--- src/rtl/simd_add_pkg.sv ---
package simd_add_pkg;
  typedef enum logic [1:0] {
    LANE_B8  = 2'b00,
    LANE_B16 = 2'b01,
    LANE_B32 = 2'b10,
    LANE_B64 = 2'b11
  } lane_mode_e;
endpackage

--- src/rtl/simd_carry_chain.sv ---
module simd_carry_chain #(
  parameter int unsigned NUM_BYTES = 8,
  parameter int unsigned BYTE_W    = 8,
  parameter int unsigned IDX_W     = $clog2(NUM_BYTES)
) (
  input  logic [NUM_BYTES*BYTE_W-1:0] a_i,
  input  logic [NUM_BYTES*BYTE_W-1:0] bx_i,
  input  logic                        sub_i,
  input  logic [IDX_W-1:0]            lb_m1_i,
  output logic [NUM_BYTES*BYTE_W-1:0] sum_o,
  output logic [NUM_BYTES-1:0]        cout_o
);
  for (genvar g = 0; g < NUM_BYTES; g++) begin : g_byte
    logic            cin;
    logic [BYTE_W:0] part;
    if (g == 0) begin : g_first
      assign cin = sub_i;
    end else begin : g_rest
      // lane seam: restart with the subtract carry-in
      assign cin = ((IDX_W'(g) & lb_m1_i) == '0) ? sub_i : cout_o[g-1];
    end
    assign part = {1'b0, a_i[g*BYTE_W +: BYTE_W]} + {1'b0, bx_i[g*BYTE_W +: BYTE_W]}
                + (BYTE_W+1)'(cin);
    assign sum_o[g*BYTE_W +: BYTE_W] = part[BYTE_W-1:0];
    assign cout_o[g] = part[BYTE_W];
  end
endmodule

--- src/rtl/simd_lane_flags.sv ---
module simd_lane_flags #(
  parameter int unsigned NUM_BYTES = 8,
  parameter int unsigned IDX_W     = $clog2(NUM_BYTES)
) (
  input  logic [NUM_BYTES-1:0] a_msb_i,
  input  logic [NUM_BYTES-1:0] bx_msb_i,
  input  logic [NUM_BYTES-1:0] sum_msb_i,
  input  logic [NUM_BYTES-1:0] cout_i,
  input  logic                 sub_i,
  input  logic                 signed_i,
  input  logic [IDX_W-1:0]     lb_m1_i,
  output logic [NUM_BYTES-1:0] byte_ovf_o,
  output logic [NUM_BYTES-1:0] byte_fill_o,
  output logic [NUM_BYTES-1:0] byte_top_o
);
  logic [NUM_BYTES-1:0] ovf_at, fill_at;

  // flags as if each byte were the top byte of its lane
  for (genvar k = 0; k < NUM_BYTES; k++) begin : g_cand
    logic s_ovf, u_ovf;
    assign s_ovf      = (a_msb_i[k] == bx_msb_i[k]) && (sum_msb_i[k] != a_msb_i[k]);
    assign u_ovf      = cout_i[k] ^ sub_i;
    assign ovf_at[k]  = signed_i ? s_ovf : u_ovf;
    assign fill_at[k] = signed_i ? ~a_msb_i[k] : ~sub_i;
  end

  // spread the top byte's decision over the whole lane
  for (genvar g = 0; g < NUM_BYTES; g++) begin : g_spread
    logic [IDX_W-1:0] top_idx;
    assign top_idx        = IDX_W'(g) | lb_m1_i;
    assign byte_ovf_o[g]  = ovf_at[top_idx];
    assign byte_fill_o[g] = fill_at[top_idx];
    assign byte_top_o[g]  = (top_idx == IDX_W'(g));
  end
endmodule

--- src/rtl/simd_sat_mux.sv ---
module simd_sat_mux #(
  parameter int unsigned NUM_BYTES = 8,
  parameter int unsigned BYTE_W    = 8
) (
  input  logic [NUM_BYTES*BYTE_W-1:0] sum_i,
  input  logic [NUM_BYTES-1:0]        byte_ovf_i,
  input  logic [NUM_BYTES-1:0]        byte_fill_i,
  input  logic [NUM_BYTES-1:0]        byte_top_i,
  input  logic                        signed_i,
  input  logic                        sat_i,
  output logic [NUM_BYTES*BYTE_W-1:0] res_o
);
  for (genvar g = 0; g < NUM_BYTES; g++) begin : g_byte
    logic [BYTE_W-1:0] clamp;
    always_comb begin
      clamp = {BYTE_W{byte_fill_i[g]}};
      // signed limit: the lane MSB is the inverse of the fill
      if (signed_i && byte_top_i[g]) clamp[BYTE_W-1] = ~byte_fill_i[g];
    end
    assign res_o[g*BYTE_W +: BYTE_W] = (sat_i && byte_ovf_i[g]) ? clamp
                                                                : sum_i[g*BYTE_W +: BYTE_W];
  end
endmodule

--- src/rtl/simd_sat_adder.sv ---
module simd_sat_adder import simd_add_pkg::*; #(
  parameter int unsigned DATA_W = 64,
  parameter int unsigned BYTE_W = 8
) (
  input  logic                     clk_i,
  input  logic                     rst_ni,
  input  logic [DATA_W-1:0]        a_i,
  input  logic [DATA_W-1:0]        b_i,
  input  logic [1:0]               lane_mode_i,
  input  logic                     sub_i,
  input  logic                     signed_i,
  input  logic                     sat_i,
  output logic [DATA_W-1:0]        result_o,
  output logic [DATA_W/BYTE_W-1:0] ovf_mask_o
);
  localparam int unsigned NUM_BYTES = DATA_W / BYTE_W;
  localparam int unsigned IDX_W     = $clog2(NUM_BYTES);

  logic [DATA_W-1:0]    bx, sum, res_d;
  logic [NUM_BYTES-1:0] cout, a_msb, bx_msb, sum_msb;
  logic [NUM_BYTES-1:0] byte_ovf, byte_fill, byte_top;
  logic [IDX_W-1:0]     lb_m1;

  assign bx = sub_i ? ~b_i : b_i;

  always_comb begin
    unique case (lane_mode_e'(lane_mode_i))
      LANE_B8:  lb_m1 = '0;
      LANE_B16: lb_m1 = IDX_W'(1);
      LANE_B32: lb_m1 = IDX_W'(3);
      default:  lb_m1 = IDX_W'(NUM_BYTES - 1);
    endcase
  end

  simd_carry_chain #(.NUM_BYTES(NUM_BYTES), .BYTE_W(BYTE_W), .IDX_W(IDX_W)) u_chain (
    .a_i     (a_i),
    .bx_i    (bx),
    .sub_i   (sub_i),
    .lb_m1_i (lb_m1),
    .sum_o   (sum),
    .cout_o  (cout)
  );

  for (genvar g = 0; g < NUM_BYTES; g++) begin : g_msb
    assign a_msb[g]   = a_i[g*BYTE_W + BYTE_W - 1];
    assign bx_msb[g]  = bx[g*BYTE_W + BYTE_W - 1];
    assign sum_msb[g] = sum[g*BYTE_W + BYTE_W - 1];
  end

  simd_lane_flags #(.NUM_BYTES(NUM_BYTES), .IDX_W(IDX_W)) u_flags (
    .a_msb_i     (a_msb),
    .bx_msb_i    (bx_msb),
    .sum_msb_i   (sum_msb),
    .cout_i      (cout),
    .sub_i       (sub_i),
    .signed_i    (signed_i),
    .lb_m1_i     (lb_m1),
    .byte_ovf_o  (byte_ovf),
    .byte_fill_o (byte_fill),
    .byte_top_o  (byte_top)
  );

  simd_sat_mux #(.NUM_BYTES(NUM_BYTES), .BYTE_W(BYTE_W)) u_sat (
    .sum_i       (sum),
    .byte_ovf_i  (byte_ovf),
    .byte_fill_i (byte_fill),
    .byte_top_i  (byte_top),
    .signed_i    (signed_i),
    .sat_i       (sat_i),
    .res_o       (res_d)
  );

  always_ff @(posedge clk_i or negedge rst_ni) begin
    if (!rst_ni) begin
      result_o   <= '0;
      ovf_mask_o <= '0;
    end else begin
      result_o   <= res_d;
      ovf_mask_o <= byte_ovf;
    end
  end
endmodule

--- config.mk ---
export PLATFORM = sky130hd
export DESIGN_NAME = simd_sat_adder
export DESIGN_NICKNAME = d
export VERILOG_FILES = /design/src/rtl/simd_add_pkg.sv /design/src/rtl/simd_carry_chain.sv /design/src/rtl/simd_lane_flags.sv /design/src/rtl/simd_sat_mux.sv /design/src/rtl/simd_sat_adder.sv
export SDC_FILE = /design/constraint.sdc
export NUM_CORES = 1
export LEC_CHECK = 0
export ABC_AREA = 1
export BUFFER_PORTS_ARGS = -buffer_cell sky130_fd_sc_hd__clkbuf_2
export CORE_MARGIN = 10
export CORE_UTILIZATION = 35
export DETAILED_ROUTE_END_ITERATION = 10
export PLACE_DENSITY = 0.62
export REMOVE_ABC_BUFFERS = 1
export SLEW_MARGIN = 5
export SYNTH_ARGS = -nofsm -noshare
export SYNTH_HDL_FRONTEND = slang
export SYNTH_SLANG_ARGS = --single-unit
--- constraint.sdc ---
create_clock -name clk_i -period 1.07 [get_ports clk_i]
set_input_delay 0.214 -clock clk_i [delete_from_list [all_inputs] [get_ports clk_i]]
set_output_delay 0.214 -clock clk_i [all_outputs]
set_load 0.02 [all_outputs]
==> flow_summary.yaml <==
outcome:
  outcome: "complete, but fails checks"
  violations: "setup timing"
sta:
  fmax_mhz: 93.7
  tns_ns: -678.02
  fin_crit_sh: 9.97
  slew_violations: 0
  setup_viol: 111
  hold_viol: 0
  fin_ws_ns: -9.60
  slew_headroom: 0.582
  period_minus_slack_ns: 10.67
  worst_pin_slew_ns: 0.627
  rsz0062_at_grt: "true"
min_path:
  worstHoldPathType: "input port to register"
synth:
  yosys_register_bits: 72
  synth_top_area_cell: "dfrtp_1"
  syn_inst: 821
  ys.flop_type: "dfrtp_1"
  synth-edff-count: 0
  syn_area_um2: 6460
  synth.most_common_cell: "nand2_1"
  yosysSeqAreaShare: 0.279
  syn_avg_cell_area_um2: 7.87
  synth_top_area_share: 0.279
  synthTopCellsByCount: "nand2_1, inv_1, xor2_1, dfrtp_1, ha_1"
  async_flop_share: 1.00
  yosysUniqueCellTypes: 39
  synthTopCellsByArea: "dfrtp_1, nand2_1, xor2_1"
  yosys_warnings: 0
worst_setup_path:
  slowest_stage: "ha_1"
  critPathRequiredTime_ns: 1.33
  crit_top_cell: "buf_4"
  arrival_ns: 10.94
  crit_type: "input port to register"
  max_stage_delay_ns: 0.32
  end_kind: "register"
  critPathMaxFanout: 6
  worstSetupStartpointType: "input port"
grt:
  antenna_found_initial: 0
  grt_pass1_vias: 7554
  grt_max_degree: 73
  grt-busiest-layer: "met2"
  gr-usage-met3: 0.0466
  use_met1: 0.216
  grt.overflow.total: 0
  grt_use_met2: 0.333
  grt_pass1_wl_mm: 37.1
  grt_usage: 0.192
place:
  gp_congestion: 0.881
  place_hpwl_mm: 17.6
  io_buffers: 206
  place_ws_ns: -10.81
detailed_routing:
  drtPass1Iterations: 5
  totalWireLength_mm: 24.4
  avgViaCountPerCell: 4.76
  route.detailed.drc: 0
  dr.first_iter.drc_count: 289
  routedWlPerCell_um: 15.8
  ant_nets: 0
  via_count: 7333
clock_network:
  cts_tree: "done"
  cts_max_path_buffers: 2
  clk_pin_slew_ns: 0.05
  cts_inserted_buffers: 9
  h-tree-depth: 3
  numClockSinks: 72
  clockRootBuffer: "clkbuf_16"
cells_and_area:
  layout.nets: 1514
  drive_above_1_share: 0.507
  area_growth_syn_to_layout_pct: 74.7
  antenna_cells: 0
floorplanning:
  core-area_um2: 18100
  start_util: 0.357
  num_io_pins: 207
  die_y_um: 156
  fp.dieArea_um2: 24300
  dieWidth_um: 156
  fp-row-count: 49
pwr:
  p_leak_uw: 0.00615
  finalPower_uw: 17500
  power_density_nw_per_um2: 1550
  peakVddDrop_v: 0.000675
job:
  drv_cap: 0
[cell type report]
cell class,count,area (um^2)
repair buffers,487,3730
clock inverters,1,5.00
inverters,95,369
multi-input cells,642,4840
well taps,229,287
clock buffers,13,250
fillers,1481,6800
repair inverters,1,3.75
flip-flops and latches,72,1800
[cell families (layout without fill, tap and decap cells)]
kind of cell	count (synthesis)	count (layout)	share of synthesized area
xor+xnor	116	116	0.158
fa+ha+maj	71	71	0.155
flops	72	72	0.279
simple gates	328	330	0.227
buf+inv	109	597	0.0655
compound gates	125	125	0.115
[through the flow]
step,utilization,std cells,hold WS [ns],area [um^2]
2_1_floorplan,-,807,-0.0816,6390
3_3_place_gp,0.506,1430,0.265,9150
3_5_place_dp,0.506,1430,0.267,9150
4_1_cts,0.582,1528,0.170,10500
5_1_grt,0.624,1540,0.212,11300
6_report,0.624,1540,0.188,11300
[registers in the layout, indices dropped and copies added (netlist names)]
| register | count |
|---|---|
| ovf_mask_o | 8 |
| result_o | 64 |
[per-layer routing]
layer | up-vias | wire length (um)
met1 | 3378 | 9540
met5 | - | 0
li1 | 3631 | -
met4 | 0 | 875
met3 | 60 | 1610
met2 | 264 | 12400
[worst max-delay path, delay by kind of cell]
| kind | cells | cell delay [ns] |
|---|---|---|
| XOR/XNOR | 1 | 0.16 |
| adder cells (fa/ha/maj) | 7 | 1.77 |
| AO/OA/AOI/OAI | 8 | 1.20 |
| AND/OR/NAND/NOR | 14 | 1.19 |
| buffers and inverters | 52 | 6.39 |
[where the power goes]
group | total, uW | switching (uW) | internal (uW)
sequential | 4080 | 514 | 3570
combinational | 10700 | 5250 | 5440
clock | 2720 | 1120 | 1600
[final timing paths]
path	cells past startpoint	start	endpoint	slack [ns]
hold / removal	5	a_i[0]	result_o[0]	0.19
min in group asynchronous	3	rst_ni	result_o[13]	0.43
max in group asynchronous	3	rst_ni	result_o[30]	0.33
setup / recovery	82	sub_i	result_o[28]	-9.60
[repair_timing]
action,CTS,global route
pin swaps,36,33
setup endpoints to repair,143,144
resized for setup,143,270
buffers inserted,81,15
hold endpoints to repair,72,0
hold buffers,1,0
gates cloned,3,0
[cells in the final DEF (no fill, tap or decap), types with 6 or more instances in the layout]
cell type,netlist,layout
nand4_1,8,8
clkbuf_16,0,9
dfrtp_1,72,72
buf_4,0,267
nand2_1,226,167
a21oi_1,41,41
buf_6,0,73
nand3_1,41,33
a31oi_1,13,12
nand2_4,4,19
fa_2,0,15
xor2_1,85,84
nand3_2,6,6
o21ai_2,7,28
ha_1,56,55
nor2_1,19,19
inv_2,8,12
nand3_4,2,10
inv_1,86,80
o21ai_0,39,15
clkbuf_2,0,132
nand2_2,11,52
buf_8,0,7
xnor2_1,30,30
Power figures use the tool's default switching activity.
